**src/rtl/sms_pkg.sv**
```systemverilog
package sms_pkg;
    localparam int XLEN    = 32;
    localparam int SEL_W   = 16;
    localparam int ATTR_W  = 8;
    localparam int NSEG    = 6;
    localparam int SIDX_W  = 3;
    localparam int SHIFT   = 4;
    localparam int PAD_W   = XLEN - SEL_W - SHIFT;
    localparam int IPLO_W  = 16;

    typedef enum logic [SIDX_W-1:0] {
        SEG_ES = 3'd0,
        SEG_CS = 3'd1,
        SEG_SS = 3'd2,
        SEG_DS = 3'd3,
        SEG_FS = 3'd4,
        SEG_GS = 3'd5
    } seg_idx_e;

    typedef struct packed {
        logic [SEL_W-1:0]  sel;
        logic [XLEN-1:0]   base;
        logic [XLEN-1:0]   limit;
        logic [ATTR_W-1:0] attr;
    } seg_t;

    typedef struct packed {
        logic [XLEN-1:0] eip;
        logic [XLEN-1:0] eflags;
        logic [XLEN-1:0] cr0;
        logic [XLEN-1:0] cr4;
        logic [XLEN-1:0] dr7;
        logic [XLEN-1:0] smbase;
    } ctrl_t;

    // CR0 bits forced low on entry: paging(31), task-switched(3), emulate(2), protect(0)
    localparam logic [XLEN-1:0] CR0_ENTRY_CLR = 32'h8000_000D;
    localparam logic [XLEN-1:0] ENTRY_EIP     = 32'h0000_8000;
    localparam logic [XLEN-1:0] ENTRY_FLAGS   = 32'h0000_0002;
    localparam logic [XLEN-1:0] ENTRY_DR7     = 32'h0000_0400;
    localparam logic [XLEN-1:0] FLAT_LIMIT    = 32'hFFFF_FFFF;

    function automatic logic [XLEN-1:0] real_base(input logic [SEL_W-1:0] sel);
        return {{PAD_W{1'b0}}, sel, {SHIFT{1'b0}}};
    endfunction
endpackage

```
**src/rtl/sms_seg_slot.sv**
```systemverilog
module sms_seg_slot
    import sms_pkg::*;
#(
    parameter logic [XLEN-1:0]   LIMIT_RST = 32'h0000_FFFF,
    parameter logic [ATTR_W-1:0] ATTR_RST  = 8'h93
) (
    input  logic             clk,
    input  logic             rst_n,
    input  logic             entry_i,
    input  logic [SEL_W-1:0] entry_sel_i,
    input  logic [XLEN-1:0]  entry_base_i,
    input  logic             wr_i,
    input  logic [SEL_W-1:0] wr_sel_i,
    output seg_t             seg_o
);
    seg_t seg_d, seg_q;

    always_comb begin
        seg_d = seg_q;
        if (entry_i) begin
            seg_d.sel   = entry_sel_i;
            seg_d.base  = entry_base_i;
            seg_d.limit = FLAT_LIMIT;
        end else if (wr_i) begin
            seg_d.sel  = wr_sel_i;
            seg_d.base = real_base(wr_sel_i);
        end
    end

    always_ff @(posedge clk) begin
        if (!rst_n) begin
            seg_q.sel   <= '0;
            seg_q.base  <= '0;
            seg_q.limit <= LIMIT_RST;
            seg_q.attr  <= ATTR_RST;
        end else begin
            seg_q <= seg_d;
        end
    end

    assign seg_o = seg_q;

    a_r3_entry_flat_limit: assert property (@(posedge clk) disable iff (!rst_n)
        entry_i |=> (seg_q.limit == FLAT_LIMIT) && (seg_q.attr == $past(seg_q.attr)));

    a_r5_real_base_form: assert property (@(posedge clk) disable iff (!rst_n)
        (wr_i && !entry_i) |=> (seg_q.base == real_base($past(wr_sel_i)))
                               && $stable(seg_q.limit) && $stable(seg_q.attr));

    a_r8_base_20bit: assert property (@(posedge clk) disable iff (!rst_n)
        (wr_i && !entry_i) |=> (seg_q.base[XLEN-1:SEL_W+SHIFT] == '0));
endmodule

```
**src/rtl/sms_ctrl_regs.sv**
```systemverilog
module sms_ctrl_regs
    import sms_pkg::*;
#(
    parameter logic [XLEN-1:0] EIP_RST    = 32'h0000_0000,
    parameter logic [XLEN-1:0] CR0_RST    = 32'h8000_003F,
    parameter logic [XLEN-1:0] CR4_RST    = 32'h0000_0620,
    parameter logic [XLEN-1:0] DR7_RST    = 32'h0000_0455,
    parameter logic [XLEN-1:0] SMBASE_RST = 32'h0003_0000
) (
    input  logic            clk,
    input  logic            rst_n,
    input  logic            entry_i,
    input  logic            xfer_i,
    input  logic            xfer_op32_i,
    input  logic [XLEN-1:0] xfer_ip_i,
    input  logic            smbase_wr_i,
    input  logic [XLEN-1:0] smbase_wdata_i,
    output ctrl_t           ctrl_o
);
    ctrl_t ctrl_d, ctrl_q;

    always_comb begin
        ctrl_d = ctrl_q;
        if (entry_i) begin
            ctrl_d.eip    = ENTRY_EIP;
            ctrl_d.eflags = ENTRY_FLAGS;
            ctrl_d.cr0    = ctrl_q.cr0 & ~CR0_ENTRY_CLR;
            ctrl_d.cr4    = '0;
            ctrl_d.dr7    = ENTRY_DR7;
        end else begin
            if (xfer_i) begin
                ctrl_d.eip = xfer_op32_i ? xfer_ip_i
                                         : {{(XLEN-IPLO_W){1'b0}}, xfer_ip_i[IPLO_W-1:0]};
            end
            if (smbase_wr_i) begin
                ctrl_d.smbase = smbase_wdata_i;
            end
        end
    end

    always_ff @(posedge clk) begin
        if (!rst_n) begin
            ctrl_q.eip    <= EIP_RST;
            ctrl_q.eflags <= ENTRY_FLAGS;
            ctrl_q.cr0    <= CR0_RST;
            ctrl_q.cr4    <= CR4_RST;
            ctrl_q.dr7    <= DR7_RST;
            ctrl_q.smbase <= SMBASE_RST;
        end else begin
            ctrl_q <= ctrl_d;
        end
    end

    assign ctrl_o = ctrl_q;

    a_r2_entry_ip_flags: assert property (@(posedge clk) disable iff (!rst_n)
        entry_i |=> (ctrl_q.eip == ENTRY_EIP) && (ctrl_q.eflags == ENTRY_FLAGS));

    a_r4_cr0_partial_clear: assert property (@(posedge clk) disable iff (!rst_n)
        entry_i |=> (ctrl_q.cr0 == ($past(ctrl_q.cr0) & ~CR0_ENTRY_CLR))
                    && (ctrl_q.cr4 == '0) && (ctrl_q.dr7 == ENTRY_DR7));

    a_r6_ip_truncate: assert property (@(posedge clk) disable iff (!rst_n)
        (xfer_i && !entry_i && !xfer_op32_i) |=>
            (ctrl_q.eip == {{(XLEN-IPLO_W){1'b0}}, $past(xfer_ip_i[IPLO_W-1:0])}));

    a_r10_smbase_hold: assert property (@(posedge clk) disable iff (!rst_n)
        entry_i |=> (ctrl_q.smbase == $past(ctrl_q.smbase)));
endmodule

```
**src/rtl/sysmgmt_entry_state.sv**
```systemverilog
module sysmgmt_entry_state
    import sms_pkg::*;
(
    input  logic                   clk,
    input  logic                   rst_n,
    input  logic                   smi_entry_i,
    input  logic                   smbase_wr_i,
    input  logic [31:0]            smbase_wdata_i,
    input  logic                   seg_ld_i,
    input  logic [2:0]             seg_ld_idx_i,
    input  logic [15:0]            seg_ld_sel_i,
    input  logic                   xfer_i,
    input  logic                   xfer_far_i,
    input  logic                   xfer_op32_i,
    input  logic [15:0]            xfer_sel_i,
    input  logic [31:0]            xfer_ip_i,
    output logic [31:0]            eip_o,
    output logic [31:0]            eflags_o,
    output logic [31:0]            cr0_o,
    output logic [31:0]            cr4_o,
    output logic [31:0]            dr7_o,
    output logic [31:0]            smbase_o,
    output logic [6*16-1:0]        seg_sel_o,
    output logic [6*32-1:0]        seg_base_o,
    output logic [6*32-1:0]        seg_limit_o,
    output logic [6*8-1:0]         seg_attr_o,
    output logic [31:0]            fetch_addr_o
);
    ctrl_t ctrl;
    seg_t  seg_w [NSEG];

    logic ld_go, far_go;
    assign ld_go  = seg_ld_i && !smi_entry_i;
    assign far_go = xfer_i && xfer_far_i && !smi_entry_i;

    sms_ctrl_regs u_ctrl (
        .clk            (clk),
        .rst_n          (rst_n),
        .entry_i        (smi_entry_i),
        .xfer_i         (xfer_i),
        .xfer_op32_i    (xfer_op32_i),
        .xfer_ip_i      (xfer_ip_i),
        .smbase_wr_i    (smbase_wr_i),
        .smbase_wdata_i (smbase_wdata_i),
        .ctrl_o         (ctrl)
    );

    for (genvar g = 0; g < NSEG; g++) begin : g_seg
        localparam bit IS_CS = (g == int'(SEG_CS));
        logic             hit, wr;
        logic [SEL_W-1:0] wr_sel, ent_sel;
        logic [XLEN-1:0]  ent_base;

        assign hit = ld_go && (seg_ld_idx_i == SIDX_W'(g));
        if (IS_CS) begin : g_code
            assign wr       = far_go || hit;
            assign wr_sel   = far_go ? xfer_sel_i : seg_ld_sel_i;
            assign ent_sel  = ctrl.smbase[SEL_W+SHIFT-1:SHIFT];
            assign ent_base = ctrl.smbase;
        end else begin : g_data
            assign wr       = hit;
            assign wr_sel   = seg_ld_sel_i;
            assign ent_sel  = '0;
            assign ent_base = '0;
        end

        sms_seg_slot u_slot (
            .clk          (clk),
            .rst_n        (rst_n),
            .entry_i      (smi_entry_i),
            .entry_sel_i  (ent_sel),
            .entry_base_i (ent_base),
            .wr_i         (wr),
            .wr_sel_i     (wr_sel),
            .seg_o        (seg_w[g])
        );

        assign seg_sel_o  [g*SEL_W  +: SEL_W]  = seg_w[g].sel;
        assign seg_base_o [g*XLEN   +: XLEN]   = seg_w[g].base;
        assign seg_limit_o[g*XLEN   +: XLEN]   = seg_w[g].limit;
        assign seg_attr_o [g*ATTR_W +: ATTR_W] = seg_w[g].attr;
    end

    assign eip_o        = ctrl.eip;
    assign eflags_o     = ctrl.eflags;
    assign cr0_o        = ctrl.cr0;
    assign cr4_o        = ctrl.cr4;
    assign dr7_o        = ctrl.dr7;
    assign smbase_o     = ctrl.smbase;
    assign fetch_addr_o = seg_w[SEG_CS].base + ctrl.eip;

    a_r2_code_from_smbase: assert property (@(posedge clk) disable iff (!rst_n)
        smi_entry_i |=> (seg_w[SEG_CS].base == $past(ctrl.smbase))
                        && (seg_w[SEG_CS].sel == $past(ctrl.smbase[SEL_W+SHIFT-1:SHIFT])));

    a_r11_entry_wins: assert property (@(posedge clk) disable iff (!rst_n)
        smi_entry_i |=> (seg_w[SEG_DS].base == '0) && (ctrl.eip == ENTRY_EIP));

    a_r7_near_keeps_code: assert property (@(posedge clk) disable iff (!rst_n)
        (xfer_i && !xfer_far_i && !smi_entry_i && !(seg_ld_i && seg_ld_idx_i == SEG_CS))
            |=> $stable(seg_w[SEG_CS].sel) && $stable(seg_w[SEG_CS].base));
endmodule

```
**config.mk**
```make
export PLATFORM = sky130hd
export DESIGN_NAME = sysmgmt_entry_state
export DESIGN_NICKNAME = d
export VERILOG_FILES = /design/src/rtl/sms_pkg.sv /design/src/rtl/sms_seg_slot.sv /design/src/rtl/sms_ctrl_regs.sv /design/src/rtl/sysmgmt_entry_state.sv
export SDC_FILE = /design/constraint.sdc
export NUM_CORES = 1
export LEC_CHECK = 0
export BUFFER_PORTS_ARGS = -buffer_cell sky130_fd_sc_hd__buf_2
export CELL_PAD_IN_SITES_DETAIL_PLACEMENT = 1
export CELL_PAD_IN_SITES_GLOBAL_PLACEMENT = 1
export CORE_AREA = 2 2 337 339
export CTS_CLUSTER_SIZE = 10
export DETAILED_ROUTE_END_ITERATION = 10
export DIE_AREA = 0 0 339 341
export GPL_ROUTABILITY_DRIVEN = 0
export PLACE_DENSITY = 0.6
export SKIP_LAST_GASP = 1
export SLEW_MARGIN = 20
export SYNTH_ARGS = -nofsm -noshare
export SYNTH_HDL_FRONTEND = slang
export SYNTH_HIERARCHICAL = 1
export SYNTH_SLANG_ARGS = --single-unit
```
**constraint.sdc**
```tcl
create_clock -name clk -period 3.2 [get_ports clk]
set_input_delay 0.16 -clock clk [delete_from_list [all_inputs] [get_ports clk]]
set_output_delay 0.16 -clock clk [all_outputs]
set_load 0.005 [all_outputs]
```
==> reports/summary.txt, run 1 <==
cells on worst reg2reg path -> 3
Pins Over Slew Limit -> 0
final WL -> 84.5 mm
CTS Buf Count -> 48
FMAX -> 290 MHz
Slew @ Worst Pin -> 804 ps
initial antenna violation count -> 27
crit share post-route -> 108%
Max VDD drop -> 353 uV
die height -> 341 um
CP top delay family -> compound AO/OA/AOI/OAI gates
Max Cap Viol -> 0
# fillers -> 13511
dpl cells -> 4420
Post-synth EDFFs -> 0
first-pass GRT wire length -> 120 mm
crit path time final -> 3450 ps
Critical path buffers and inverters -> 2
clk sinks -> 359
leading area contributor after synthesis -> dfxtp_1
Final nets -> 3190
H-tree Lvls -> 2
Finished Layout Cells -> 4597
hold wc startpoint -> smbase_wr_i
DP Wirelength -> 62.1 mm
Cell Rows -> 123
# IOs -> 859
CP required -> 3040 ps
Worst Path Arrival -> 3290 ps
HP Class -> input port to flip-flop
P&R area growth vs syn -> 29.1%
Die ar. -> 116000 um2
Cell Pwr Density -> 451 nW/um2
Multi-input gate area -> 12100 um2
CP Capture Type -> output pin
Avg WL per Cell -> 18.4 um
most used cell, CP -> a21o_1
Via density -> 3.91
vias in the first global route -> 17206
Primary FF master, synth -> dfxtp_1
post-synthesis area per instance -> 8.97 um2
status -> finished with violations
CTS Root Cell -> clkbuf_16
Core ar. -> 112000 um2
crit path from -> u_ctrl/ctrl_o[160]
largest net degree at the start of global routing -> 157
Seq/Total Area, Yosys -> 34.4%
DRC errors left -> 0
via count -> 17974
Worst-path clk slew -> 60 ps
delay of the slowest cell on the worst path -> 500 ps
Mapped Cells -> 2330
largest cells by area after synthesis -> dfxtp_1 (34%), buf_4 (13%), o311a_1 (9.2%)
CP Cell Sequence -> ha_4 -> fa_2 -> a21o_1 -> a31o_4 -> buf_6 -> a22oi_2 -> o41ai_4 -> a21o_1 -> or4b_1 -> nand3_1 -> buf_2
initial drt markers -> 777
Skew-Pair Late Insertion Delay -> 610 ps
Starting Density -> 18.7%
dpl ws -> 68.0 ps
GRT overflow -> 0
mapped cell area -> 20900 um2
highest net fanout along the worst path -> 2
Worst Hold Depth -> 4
final setup vio count -> 6
Sequential Area -> 7200 um2
Overall Power -> 0.0122 W
Pleak -> 13.2 nW
Die X -> 339 um
CP Launch Type -> flip-flop
Slowest-stage cell, CP -> or4b_1
commonest non-fill, non-tap cell in the layout -> buf_2
overall routing resource usage -> 13.9%
failing checks -> setup timing
YS warnings -> 6
cell depth of the worst setup path -> 11
max_slew headroom -> 46.4%
FF+latch count, synth -> 359
RSZ-0062 raised after global routing -> yes
worst setup margin -> -248 ps
most frequent cells in the layout -> buf_2 (595), conb_1 (501), dfxtp_1 (354), nor2b_1 (206), o311a_1 (192)
TritonCTS clock tree -> yes
ANT nets after route -> 0
library cells used by synthesis -> 64
ratio of cells with drive above 1 in the final layout -> 25.9%
router iterations before antenna repair -> 5
port buffer count -> 597
FFs w/ async S/R, synth -> 0%
Fin Clk Skew -> 15.4 ps
r2r startpoint -> g_seg[1].u_slot/seg_o[51]
crit path kind -> flip-flop to output pin
CTS Buffer Depth -> 3
post-synth top area share -> 34.4%
Hold Fails Final Rpt -> 0
[metal layers]
metal | part of all wire (%) | routed length (um) | track usage (%)
met1 | 40 | 34200 | 16.3
met2 | 48 | 40300 | 23.7
met3 | 8.7 | 7330 | 4.75
met4 | 3.0 | 2530 | 4.43
met5 | 0.11 | 93 | 0
[worst min-delay path, stage by stage]
cell	delay [ps]
buf_2	100
nor2b_2	230
nand2_1	100
a21boi_1	50
[synthesized netlist by cell type (3+ instances only)]
cell	count
o21ai_0	21
a21boi_0	24
mux2_2	17
nor2_1	55
and2_1	99
conb_1	15
o311a_1	192
nand2_1	186
nor2b_1	207
ha_1	31
o211ai_1	3
mux2i_1	15
and2b_1	3
buf_2	65
and3_1	5
a21o_1	8
clkbuf_1	61
nand3_1	8
o21a_1	8
inv_1	9
or2b_1	36
or3b_1	96
a31oi_1	3
buf_4	362
xnor2_1	18
a21oi_1	38
nor3_1	10
a21oi_2	11
xor2_1	9
buf_6	35
a21boi_1	103
nand4_1	9
nor3b_1	5
dfxtp_1	359
nand2b_1	161
a211oi_1	8
[repair_timing]
action,in CTS,in global routing
setup endpoints to repair,17,16
setup buffers,12,5
hold buffers,65,0
pin swaps,14,18
endpoints found under the hold margin,66,0
resized for setup,28,42
gates cloned,0,0
[logic make-up after synthesis]
group	count (synthesis)	synth area share, %
buf+inv	533	17.8
other cells	15	0.269
xor+xnor	27	1.13
compound gates	439	17.5
fa+ha+maj	32	1.95
mux	32	1.63
flops	359	34.4
simple gates	893	25.3
[stage by stage]
stage / setup TNS, ps / cell area, um2 / util, % / hold WS, ps
floorplan: 0 / 22700 / - / 260
global placement: 0 / 24400 / 21.8 / 380
detailed placement: 0 / 24400 / 21.8 / 386
CTS: -1470 / 26700 / 23.9 / 17.3
global route: -2040 / 27000 / 24.1 / 46.1
finish: -1030 / 27000 / 24.1 / 74.9
[flip-flops by register name, summed over array words and instances (netlist names)]
register            count
g_seg.u_slot/seg_o    294
u_ctrl/ctrl_o          65
[worst paths after layout]
path / to / slack (ps)
min: u_ctrl/ctrl_o[14] / 70
min reg2reg: g_seg[1].u_slot/seg_o[67] / 490
max: fetch_addr_o[28] / -250
max reg2reg: g_seg[1].u_slot/seg_o[51] / 2000
[power breakdown]
| part | total, W | switching, W | leakage (nW) | internal (W) |
|---|---|---|---|---|
| Sequential | 0.00492 | 0.000176 | 2.97 | 0.00474 |
| Clock | 0.00533 | 0.00225 | 0.738 | 0.00309 |
| Combinational | 0.00191 | 0.00106 | 9.53 | 0.000846 |
| Total | 0.0122 | 0.00349 | 13.2 | 0.00867 |
[cell type report]
cell class / count / share of cell area [%]
clock buffer: 71 / 5.03
timing repair buffer: 709 / 15.5
inverter: 9 / 0.125
antenna: 13 / 0.121
tap: 1500 / 6.96
sequential: 359 / 26.7
clock inverter: 12 / 0.543
multi-input combinational: 1924 / 45.0
Note: power is estimated with default switching activity, not from simulation.
==> inputs of run 2 (changes only) <==
Settings changed: ABC_AREA from default to 1, CORE_AREA 2 2 337 339 to 2 2 332 334, CTS_BUF_LIST from default to sky130_fd_sc_hd__clkbuf_8 sky130_fd_sc_hd__clkbuf_16, DIE_AREA 0 0 339 341 to 0 0 334 336, PLACE_DENSITY 0.6 to default, PLACE_DENSITY_LB_ADDON from default to 0.3.
==> reports/summary.txt, run 2 <==
Worst Hold Depth -> 6 (+2)
DP Wirelength -> 65.7 mm (+5.7%)
YS warnings -> 6 (unchanged)
post_cts resized -> 0 (-100%)
R2R Setup Slk -> 2190 ps (+190 ps)
CP top delay family -> simple AND/OR/NAND/NOR gates
CTS Buffer Depth -> 3 (unchanged)
r2r startpoint -> u_ctrl/ctrl_o[6]
# IOs -> 859 (unchanged)
Final nets -> 3916 (+23%)
mux cell area share after synthesis -> 0.888% (-0.75 points)
Max Cap Viol -> 0 (unchanged)
library cells used by synthesis -> 30 (-53%)
GRT overflow -> 0 (unchanged)
Primary FF master, synth -> dfxtp_1
largest family of logic cells by synthesized area -> simple AND/OR/NAND/NOR gates
Max VDD drop -> 397 uV (+12%)
Via density -> 3.76 (-4.0%)
CP Cell Sequence -> ha_1 -> fa_1 -> nand3_1 -> nand3_1 -> nand2_1 -> nand2_2 -> nand2_1 -> nand2_2 -> nand2_1 -> nand2_1 -> nand2_1 -> nand2_1 -> buf_2
Hold Fails Final Rpt -> 0 (unchanged)
mapped cell area -> 20300 um2 (-2.9%)
CP Capture Type -> output pin
Fin Clk Skew -> 24.0 ps (+8.58 ps)
Cell Pwr Density -> 478 nW/um2 (+6.0%)
Die ar. -> 112000 um2 (-2.9%)
CP required -> 3040 ps (about the same)
initial drt markers -> 790 (+1.7%)
max reg flops -> 294 (unchanged)
cell depth of the worst setup path -> 13 (+2)
post-synth top area share -> 35.4% (+1.0 points)
Die X -> 334 um (-1.5%)
Pins Over Slew Limit -> 0 (unchanged)
DRC errors left -> 0 (unchanged)
commonest non-fill, non-tap cell in the layout -> nand2_1
largest net degree at the start of global routing -> 114 (-27%)
CP Launch Type -> flip-flop
leading area contributor after synthesis -> dfxtp_1
Mapped Cells -> 3036 (+30%)
overall routing resource usage -> 15.0% (+1.1 points)
H-tree Lvls -> 2 (unchanged)
CTS Root Cell -> clkbuf_16
FFs w/ async S/R, synth -> 0% (unchanged)
Pleak -> 15.2 nW (+15%)
met2 WL -> 43.7 mm (+8.3%)
Slowest-stage cell, CP -> fa_1
# hold bufs at CTS -> 84 (+29%)
crit path kind -> flip-flop to output pin
via count -> 19667 (+9.4%)
HP Class -> input port to flip-flop
final hold slack -> 34.3 ps (-40.6 ps)
FMAX -> 351 MHz (+21%)
ratio of cells with drive above 1 in the final layout -> 19.7% (-6.3 points)
most frequent cells in the layout -> nand2_1 (1080), buf_2 (595), conb_1 (501), nand3_1 (364), dfxtp_1 (359)
most instantiated cells after synthesis -> nand2_1 (1080), buf_4 (386), nand3_1 (364)
most used cell, CP -> nand2_1
# fillers -> 13837 (+2.4%)
Worst Path Arrival -> 2690 ps (-600 ps)
Adder-Cell Fraction of Synth Area -> 2.01% (+0.059 points)
wl on met1 -> 36.4 mm (+6.5%)
status -> finished, final reports clean
RSZ-0062 raised after global routing -> no
Post-synth EDFFs -> 0 (unchanged)
Starting Density -> 18.7% (+0.036 points)
max_slew headroom -> 49.2% (+2.9 points)
Critical path buffers and inverters -> 1 (-1)
post-synthesis area per instance -> 6.68 um2 (-26%)
TNS Setup -> 0 ps (+1030 ps)
Seq/Total Area, Yosys -> 35.4% (+1.0 points)
crit path from -> g_seg[1].u_slot/seg_o[40]
XOR/XNOR Fraction of Synth Area -> 0.691% (-0.44 points)
Core ar. -> 108000 um2 (-3.1%)
Synth Area in Compound Gates -> 3.76% (-14 points)
final setup vio count -> 0 (-6)
RR Endpoint -> g_seg[1].u_slot/seg_o[46]
first-pass GRT wire length -> 126 mm (+5.1%)
CP endpoint -> fetch_addr_o[28]
final WL -> 87.4 mm (+3.5%)
port buffer count -> 597 (unchanged)
WL met3 -> 4.72 mm (-36%)
cells on worst reg2reg path -> 4 (+1)
Worst-path clk slew -> 60 ps (about the same)
delay of the slowest cell on the worst path -> 460 ps (-40 ps)
Setup Buffers After CTS -> 0 (-12)
router iterations before antenna repair -> 5 (unchanged)
top-count cell post-synth -> nand2_1
Skew-Pair Late Insertion Delay -> 650 ps (+40 ps)
highest net fanout along the worst path -> 4 (+2)
crit share post-route -> 89.0% (-19 points)
simple-gate area share of the yosys netlist -> 32.5% (+7.1 points)
Slew @ Worst Pin -> 761 ps (-43.1 ps)
initial antenna violation count -> 26 (-3.7%)
clk sinks -> 359 (unchanged)
P&R area growth vs syn -> 28.4%
ANT nets after route -> 0 (unchanged)
FF+latch count, synth -> 359 (unchanged)
crit path time final -> 2850 ps (-599 ps)
CTS Buf Count -> 51 (+6.3%)
top sig layer -> met5
vias in the first global route -> 18974 (+10%)
largest cells by area after synthesis -> dfxtp_1 (35%), nand2_1 (20%), buf_4 (14%)
TritonCTS clock tree -> yes
die height -> 336 um (-1.5%)
Cell Rows -> 121 (-1.6%)
Avg WL per Cell -> 16.7 um (-9.2%)
run 2: power breakdown:
part           leakage, nW  switching [W]  internal, W
clock network        0.895        0.00240      0.00339
logic                 11.4        0.00110     0.000646
registers             2.95       0.000203      0.00472
total                 15.2        0.00370      0.00875
run 2: how the worst min path moves through the flow:
stage          slack [ps]                         to                from
2_1_floorplan         310         u_ctrl/ctrl_o[160]        xfer_ip_i[0]
3_3_place_gp          410          u_ctrl/ctrl_o[16]  smbase_wdata_i[16]
3_5_place_dp          420          u_ctrl/ctrl_o[16]  smbase_wdata_i[16]
4_1_cts               0.8  g_seg[1].u_slot/seg_o[76]       xfer_sel_i[4]
5_1_grt                60  g_seg[1].u_slot/seg_o[81]       xfer_sel_i[9]
6_report               30  g_seg[1].u_slot/seg_o[76]       xfer_sel_i[4]
run 2: cell families after synthesis:
| group | Yosys count |
|---|---|
| other | 15 |
| XOR/XNOR | 16 |
| AND/OR/NAND/NOR | 1590 |
| adder cells (fa/ha/maj) | 32 |
| AO/OA/AOI/OAI | 151 |
| multiplexers | 16 |
| buffers and inverters | 857 |
| flip-flops | 359 |
run 2: tightest hold or removal path, cell delays in order:
cell	delay [ps]
buf_2	90
mux2_2	140
nand3_1	90
nand3_1	90
nand2_1	50
inv_1	40
run 2: area by class of cell:
class                   instances  area [um2]  area share (%)
clock inverters                30         260           0.999
repair buffers                704        4060            15.6
diodes                          5        12.5          0.0480
clock buffers                  64        1460            5.58
inverters                     355        1330            5.11
flip-flops and latches        359        7190            27.6
multi-input cells            2306        9990            38.3
well taps                    1414        1770            6.79
run 2: metal layers:
layer,GRT usage [%],vias up
li1,-,9928
met5,0,-
met3,3.12,118
met1,17.9,9079
met4,4.48,20
met2,26.8,522
run 2: through the flow:
| step | util, % | total power, W | cells | setup slack (ps) | cell area, um2 |
|---|---|---|---|---|---|
| 6_report | 24.0 | 0.0125 | 5237 | 351 | 26100 |
| 3_3_place_gp | 21.7 | 0.00671 | 5054 | 800 | 23500 |
| 2_1_floorplan | - | 0.00624 | 3522 | 1390 | 22100 |
| 3_5_place_dp | 21.7 | 0.00673 | 5054 | 753 | 23500 |
| 4_1_cts | 24.0 | 0.0128 | 5232 | 272 | 26000 |
| 5_1_grt | 24.0 | 0.0132 | 5233 | 143 | 26100 |
